[config.mk]
export PLATFORM = sky130hd
export DESIGN_NAME = bcd_rtc
export DESIGN_NICKNAME = d
export VERILOG_FILES = /design/src/rtl/bcd_rtc_pkg.sv /design/src/rtl/bcd_rtc_prescale.sv /design/src/rtl/bcd_rtc_field.sv /design/src/rtl/bcd_rtc_core.sv /design/src/rtl/bcd_rtc.sv
export SDC_FILE = /design/constraint.sdc
export NUM_CORES = 1
export LEC_CHECK = 0
export CAP_MARGIN = 30
export CORE_ASPECT_RATIO = 0.5
export CORE_MARGIN = 4
export CORE_UTILIZATION = 30
export DETAILED_ROUTE_END_ITERATION = 10
export DONT_BUFFER_PORTS = 1
export PLACE_DENSITY = 0.55
export SYNTH_ARGS = -nofsm -noshare
export SYNTH_HDL_FRONTEND = slang
export SYNTH_SLANG_ARGS = --single-unit
[constraint.sdc]
create_clock -name clk_i -period 2.95 [get_ports clk_i]
set_input_delay 0.295 -clock clk_i [delete_from_list [all_inputs] [get_ports clk_i]]
set_output_delay 0.295 -clock clk_i [all_outputs]
set_load 0.005 [all_outputs]
[src/rtl/bcd_rtc_pkg.sv]
package bcd_rtc_pkg;

   typedef logic [7:0] bcd2_t;

   localparam int NUM_FIELDS = 7;
   localparam int F_SEC  = 0;
   localparam int F_MIN  = 1;
   localparam int F_HOUR = 2;
   localparam int F_MDAY = 3;
   localparam int F_MON  = 4;
   localparam int F_YEAR = 5;
   localparam int F_WDAY = 6;

   typedef struct packed {
      bcd2_t year;
      bcd2_t mon;
      bcd2_t mday;
      bcd2_t wday;
      bcd2_t hour;
      bcd2_t min;
      bcd2_t sec;
   } rtc_time_t;

   // two-digit BCD increment, units digit wraps into the tens digit
   function automatic bcd2_t bcd2_inc(input bcd2_t v);
      if (v[3:0] >= 4'd9) return {v[7:4] + 4'd1, 4'd0};
      return {v[7:4], v[3:0] + 4'd1};
   endfunction

   // divisible by 4: even tens needs units 0/4/8, odd tens needs 2/6
   function automatic logic bcd2_is_leap(input bcd2_t yr);
      if (yr[4] == 1'b0)
         return (yr[3:0] == 4'd0) || (yr[3:0] == 4'd4) || (yr[3:0] == 4'd8);
      return (yr[3:0] == 4'd2) || (yr[3:0] == 4'd6);
   endfunction

   function automatic bcd2_t bcd2_month_len(input bcd2_t mon, input logic leap);
      case (mon)
         8'h02:                      return leap ? 8'h29 : 8'h28;
         8'h04, 8'h06, 8'h09, 8'h11: return 8'h30;
         default:                    return 8'h31;
      endcase
   endfunction

   function automatic bcd2_t field_min(input int idx);
      return (idx == F_MDAY || idx == F_MON) ? 8'h01 : 8'h00;
   endfunction

   function automatic bcd2_t field_rst(input int idx, input bcd2_t wday_rst);
      if (idx == F_WDAY) return wday_rst;
      return field_min(idx);
   endfunction

endpackage

[src/rtl/bcd_rtc_prescale.sv]
module bcd_rtc_prescale #(
   parameter int TICK_DIV = 2
) (
   input  logic clk_i,
   input  logic rst_ni,
   input  logic tick_i,
   input  logic run_i,
   input  logic sync_clr_i,
   output logic sec_pulse_o
);
   localparam int CNT_W = (TICK_DIV > 1) ? $clog2(TICK_DIV) : 1;
   localparam logic [CNT_W-1:0] CNT_LAST = CNT_W'(TICK_DIV - 1);

   logic accept;
   assign accept = tick_i & run_i & ~sync_clr_i;

   generate
      if (TICK_DIV == 1) begin : g_direct
         assign sec_pulse_o = accept;
      end else begin : g_divide
         logic [CNT_W-1:0] cnt_q;
         always_ff @(posedge clk_i or negedge rst_ni) begin
            if (!rst_ni) begin
               cnt_q <= '0;
            end else if (sync_clr_i) begin
               cnt_q <= '0;
            end else if (accept) begin
               cnt_q <= (cnt_q == CNT_LAST) ? '0 : cnt_q + 1'b1;
            end
         end
         assign sec_pulse_o = accept & (cnt_q == CNT_LAST);
      end
   endgenerate

endmodule

[src/rtl/bcd_rtc_field.sv]
module bcd_rtc_field
   import bcd_rtc_pkg::*;
#(
   parameter bcd2_t MIN_VAL = 8'h00,
   parameter bcd2_t RST_VAL = 8'h00
) (
   input  logic  clk_i,
   input  logic  rst_ni,
   input  logic  ld_i,
   input  bcd2_t ld_val_i,
   input  logic  clr_i,
   input  logic  inc_i,
   input  bcd2_t max_i,
   output bcd2_t q_o,
   output logic  top_o
);
   bcd2_t q;

   // ">=" so that an over-range day left by a month change still wraps
   assign top_o = (q >= max_i);
   assign q_o   = q;

   always_ff @(posedge clk_i or negedge rst_ni) begin
      if (!rst_ni) begin
         q <= RST_VAL;
      end else if (ld_i) begin
         q <= ld_val_i;
      end else if (clr_i) begin
         q <= MIN_VAL;
      end else if (inc_i) begin
         q <= top_o ? MIN_VAL : bcd2_inc(q);
      end
   end

endmodule

[src/rtl/bcd_rtc_core.sv]
module bcd_rtc_core
   import bcd_rtc_pkg::*;
#(
   parameter bcd2_t WDAY_RST = 8'h06
) (
   input  logic      clk_i,
   input  logic      rst_ni,
   input  logic      sec_pulse_i,
   input  logic      comp_pulse_i,
   input  logic      load_i,
   input  rtc_time_t load_val_i,
   output rtc_time_t now_o
);
   bcd2_t                 fq   [NUM_FIELDS];
   bcd2_t                 fmax [NUM_FIELDS];
   bcd2_t                 fld  [NUM_FIELDS];
   logic [NUM_FIELDS-1:0] finc;
   logic [NUM_FIELDS-1:0] fclr;
   logic [NUM_FIELDS-1:0] ftop;

   logic adv_tick, do_comp, day_roll, comp_up;

   // priority: load, then compensation, then tick
   assign do_comp  = comp_pulse_i & ~load_i;
   assign adv_tick = sec_pulse_i & ~load_i & ~comp_pulse_i;
   assign comp_up  = do_comp & (fq[F_SEC] >= 8'h30);

   always_comb begin
      fld[F_SEC]  = load_val_i.sec;
      fld[F_MIN]  = load_val_i.min;
      fld[F_HOUR] = load_val_i.hour;
      fld[F_MDAY] = load_val_i.mday;
      fld[F_MON]  = load_val_i.mon;
      fld[F_YEAR] = load_val_i.year;
      fld[F_WDAY] = load_val_i.wday;
   end

   always_comb begin
      fmax[F_SEC]  = 8'h59;
      fmax[F_MIN]  = 8'h59;
      fmax[F_HOUR] = 8'h23;
      fmax[F_MDAY] = bcd2_month_len(fq[F_MON], bcd2_is_leap(fq[F_YEAR]));
      fmax[F_MON]  = 8'h12;
      fmax[F_YEAR] = 8'h99;
      fmax[F_WDAY] = 8'h06;
   end

   always_comb begin
      fclr         = '0;
      fclr[F_SEC]  = do_comp;
      finc         = '0;
      finc[F_SEC]  = adv_tick;
      finc[F_MIN]  = (adv_tick & ftop[F_SEC]) | comp_up;
      finc[F_HOUR] = finc[F_MIN] & ftop[F_MIN];
      day_roll     = finc[F_HOUR] & ftop[F_HOUR];
      finc[F_MDAY] = day_roll;
      finc[F_WDAY] = day_roll;
      finc[F_MON]  = day_roll & ftop[F_MDAY];
      finc[F_YEAR] = finc[F_MON] & ftop[F_MON];
   end

   generate
      for (genvar i = 0; i < NUM_FIELDS; i++) begin : g_field
         bcd_rtc_field #(
            .MIN_VAL (field_min(i)),
            .RST_VAL (field_rst(i, WDAY_RST))
         ) u_field (
            .clk_i    (clk_i),
            .rst_ni   (rst_ni),
            .ld_i     (load_i),
            .ld_val_i (fld[i]),
            .clr_i    (fclr[i]),
            .inc_i    (finc[i]),
            .max_i    (fmax[i]),
            .q_o      (fq[i]),
            .top_o    (ftop[i])
         );
      end
   endgenerate

   always_comb begin
      now_o.sec  = fq[F_SEC];
      now_o.min  = fq[F_MIN];
      now_o.hour = fq[F_HOUR];
      now_o.mday = fq[F_MDAY];
      now_o.mon  = fq[F_MON];
      now_o.year = fq[F_YEAR];
      now_o.wday = fq[F_WDAY];
   end

endmodule

[src/rtl/bcd_rtc.sv]
module bcd_rtc
   import bcd_rtc_pkg::*;
#(
   parameter int    TICK_DIV = 2,
   parameter bcd2_t WDAY_RST = 8'h06
) (
   input  logic       clk_i,
   input  logic       rst_ni,
   input  logic       tick_i,
   input  logic       stop_i,
   input  logic       set_i,
   input  logic       comp_i,
   input  logic [7:0] set_sec_i,
   input  logic [7:0] set_min_i,
   input  logic [7:0] set_hour_i,
   input  logic [7:0] set_mday_i,
   input  logic [7:0] set_mon_i,
   input  logic [7:0] set_year_i,
   input  logic [7:0] set_wday_i,
   output logic [7:0] sec_o,
   output logic [7:0] min_o,
   output logic [7:0] hour_o,
   output logic [7:0] mday_o,
   output logic [7:0] mon_o,
   output logic [7:0] year_o,
   output logic [7:0] wday_o
);
   generate
      if (TICK_DIV < 1) begin : g_bad_div
         $error("bcd_rtc: TICK_DIV must be at least 1");
      end
      if (WDAY_RST > 8'h06) begin : g_bad_wday
         $error("bcd_rtc: WDAY_RST must lie in 00..06");
      end
   endgenerate

   logic      comp_q, comp_pulse, sec_pulse;
   rtc_time_t load_val, now;

   always_ff @(posedge clk_i or negedge rst_ni) begin
      if (!rst_ni) comp_q <= 1'b0;
      else         comp_q <= comp_i;
   end
   assign comp_pulse = comp_i & ~comp_q;

   bcd_rtc_prescale #(.TICK_DIV(TICK_DIV)) u_prescale (
      .clk_i       (clk_i),
      .rst_ni      (rst_ni),
      .tick_i      (tick_i),
      .run_i       (~stop_i),
      .sync_clr_i  (set_i | comp_pulse),
      .sec_pulse_o (sec_pulse)
   );

   always_comb begin
      load_val.sec  = set_sec_i;
      load_val.min  = set_min_i;
      load_val.hour = set_hour_i;
      load_val.mday = set_mday_i;
      load_val.mon  = set_mon_i;
      load_val.year = set_year_i;
      load_val.wday = set_wday_i;
   end

   bcd_rtc_core #(.WDAY_RST(WDAY_RST)) u_core (
      .clk_i        (clk_i),
      .rst_ni       (rst_ni),
      .sec_pulse_i  (sec_pulse),
      .comp_pulse_i (comp_pulse),
      .load_i       (set_i),
      .load_val_i   (load_val),
      .now_o        (now)
   );

   assign sec_o  = now.sec;
   assign min_o  = now.min;
   assign hour_o = now.hour;
   assign mday_o = now.mday;
   assign mon_o  = now.mon;
   assign year_o = now.year;
   assign wday_o = now.wday;

endmodule

==> impl_metrics.tcl <==
set metrics [dict create \
    wl_met1_mm 5.08 \
    antenna_cells 0 \
    rows 29 \
    synth_edf_count 0 \
    drtIter0Drc 150 \
    finalSetupViolations 23 \
    tritoncts "built" \
    cts.htree.levels 3 \
    num_io_pins 118 \
    synth.cell_area_sq_um 3920 \
    ff2ff_path_depth 14 \
    path_max_fanout 3 \
    hold_viol 0 \
    endpoint_kind "flip-flop" \
    drt_wl_total_mm 11.2 \
    drive_gt1_frac 0.215 \
    setup.worst_path.start "u_core.g_field[4].u_field.q_o[0]" \
    crit_buf_inv 3 \
    clock_latency_ns 0.33 \
    grt-ovfl-total 0 \
    ff2ff_setup_slack_ns -0.17 \
    cts_root_buf "clkbuf_16" \
    synth_seq_cells 58 \
    worstHoldPathType "in2reg" \
    viasPerCell 5.25 \
    dieArea_sq_um 15100 \
    final.setup.tns_ns -1.72 \
    yosysSeqAreaShare 0.372 \
    antenna_found_initial 0 \
    dp_hpwl_mm 8.10 \
    die_w_um 170 \
    powerDensity_nw_per_um2 870 \
    cp_top_family "compound AO/OA/AOI/OAI gates" \
    violations "negative setup slack" \
    max_freq_mhz 320 \
    synthDistinctLibCells 63 \
    drc 0 \
    rr_startpoint "u_core.g_field[4].u_field.q_o[0]" \
    coreArea_sq_um 12700 \
    skew_ns 0.0106 \
    final_core_util 0.391 \
    path_cells "inv_4, ha_4, o211ai_1, a21oi_1, o21ai_1, mux2_4, ha_4, nor4b_4, o21ai_1, a2111o_1, buf_4, buf_4, nand3_4, mux2_4" \
    netlist_top_cells_count "54 x dfrtp_1, 46 x o21ai_0, 45 x ha_1" \
    synthesis.nets 540 \
    syn2layout_area_growth_pct 27.1 \
    ys_warn_count 0 \
    criticalPathCategory "reg2reg" \
    track_usage 0.148 \
    cp.arrival_ns 3.33 \
    grt_max_degree 67 \
    numClockSinks 58 \
    start_kind "flip-flop" \
    vias 3414 \
    p_leak_nw 2.21 \
    die_y_um 88.8 \
    slowest_stage "dfstp_2" \
    cts.reportedPaths.clkPinSlew_ns 0.06 \
    antenna_left 0 \
    worst_r2r_endpoint "u_core.g_field[5].u_field.q_o[1]" \
    worst-path-stages 14 \
    cts-buffers-inserted 9 \
    required_ns 3.16 \
    worstMarginPinSlew_ns 0.496 \
    grt_pass1_vias 3329 \
    fin_crit_sh 1.06 \
    port_buffers 0 \
    post_synth.cell_area_avg_sq_um 9.05 \
    routed.top_layer "met4" \
    finalCriticalPeriod_ns 3.12 \
    synth_top_cell_area_share 0.345 \
    routedWlPerCell_um 17.3 \
    power.total_mw 4.34 \
    dp_slack_ns -0.123 \
    start_util 0.308 \
    fillers 1234 \
    slew_headroom 0.669 \
    ir_drop_mv 0.298 \
    place_congestion 0.822 \
    fin_hold_ws_ns 0.0516 \
    wl_met2_mm 5.46 \
    ys.flop_type "dfrtp_1" \
    ys_top_cells_by_area "dfrtp_1 34%, ha_1 14%, o21ai_0 5.9%" \
    drv_cap 0 \
    rsz0062_at_grt "yes" \
    cts_buffer_depth 2 \
    nets 582 \
    outcome "complete, but fails checks" \
    synth_most_common_cell "dfrtp_1" \
    worst_slack_ns -0.175 \
    async_flop_share 1.00 \
    grt_pass1_wl_mm 17.7 \
    slew_violations 0 \
    dr.pass1.iters 4 \
    cpPeakStageDelay_ns 0.59 \
    met3_length_um 596 \
    syn_inst 433 \
    synth_top_cell_by_area "dfrtp_1" \
    worstSetupEndpoint "u_core.g_field[5].u_field.q_o[1]" \
]
## cell families (layout without fill, tap and decap cells)
kind of cell	Yosys count	count (layout)	share of synthesized area
muxes	6	6	0.0163
buffers and inverters	53	100	0.0549
AOI/OAI and AO/OA	155	155	0.256
DFF	58	58	0.372
xor gates and xnor gates	1	1	0.00223
adders and majority gates	45	45	0.144
and+or+nand+nor	115	115	0.155
## power by group
part / internal, mW / switching, mW / leakage (nW)
combinational: 0.816 / 0.898 / 1.34
clock: 0.806 / 0.370 / 0.165
sequential: 1.06 / 0.383 / 0.711
total: 2.68 / 1.65 / 2.21
## layout make-up
cell class,instances,area [sq um],area share
multi-input combinational,322,2430,0.489
sequential,58,1460,0.293
timing repair buffer,43,382,0.0766
clock buffer,12,267,0.0535
tap,170,213,0.0427
inverter,41,156,0.0314
clock inverter,4,72.6,0.0146
## repair_timing
action | in CTS | in global routing
buffers inserted | 3 | 9
pin swaps | 0 | 14
hold endpoints to repair | 59 | 0
gates resized for setup | 6 | 49
endpoints found under the setup margin | 16 | 26
cloned | 0 | 1
hold buffers | 3 | 0
## through the flow
stage / area [sq um] / std cells
after global routing: 4980 / 650
after global placement: 4320 / 618
after floorplan: 3970 / 433
after detailed placement: 4320 / 618
final: 4980 / 650
after CTS: 4750 / 640
## routing by layer
layer | GRT usage | vias to the layer above
met5 | 0 | -
met4 | 0.0329 | 0
met1 | 0.190 | 1655
met2 | 0.245 | 79
met3 | 0.0482 | 13
li1 | - | 1667
## registers in the layout, indices dropped and copies added (netlist names)
name                        flops
u_core.g_field.u_field.q_o     56
comp_q                          1
u_prescale.g_divide.cnt_q       1
## worst min path at each step
stage,cells after the start,startpoint,to
global placement,0,rst_ni,u_core.g_field[6].u_field.q_o[3]
detailed placement,0,rst_ni,u_core.g_field[6].u_field.q_o[3]
global route,1,set_i,u_prescale.g_divide.cnt_q
finish,1,set_i,u_prescale.g_divide.cnt_q
floorplan,0,rst_ni,comp_q
CTS,1,set_i,u_prescale.g_divide.cnt_q
## placed cells by master, fill, tap and decap left out, drive strengths merged, types with 3 or more instances in the layout
| cell type | count |
|---|---|
| nand4 | 3 |
| ha | 45 |
| buf | 41 |
| nor2b | 8 |
| a22o | 7 |
| nor3b | 8 |
| mux2 | 3 |
| nor2 | 27 |
| o22ai | 4 |
| inv | 41 |
| nor3 | 11 |
| a32oi | 6 |
| o21ai | 46 |
| nand3 | 11 |
| a2111oi | 3 |
| a2bb2oi | 4 |
| mux2i | 3 |
| a21oi | 44 |
| dfrtp | 54 |
| or3 | 3 |
| nand2 | 26 |
| a211o | 3 |
| dfstp | 4 |
| o21a | 3 |
| or3b | 3 |
| a22oi | 4 |
| o31ai | 6 |
| clkbuf | 12 |
| a221oi | 6 |
(Power assumes the default switching activity.)
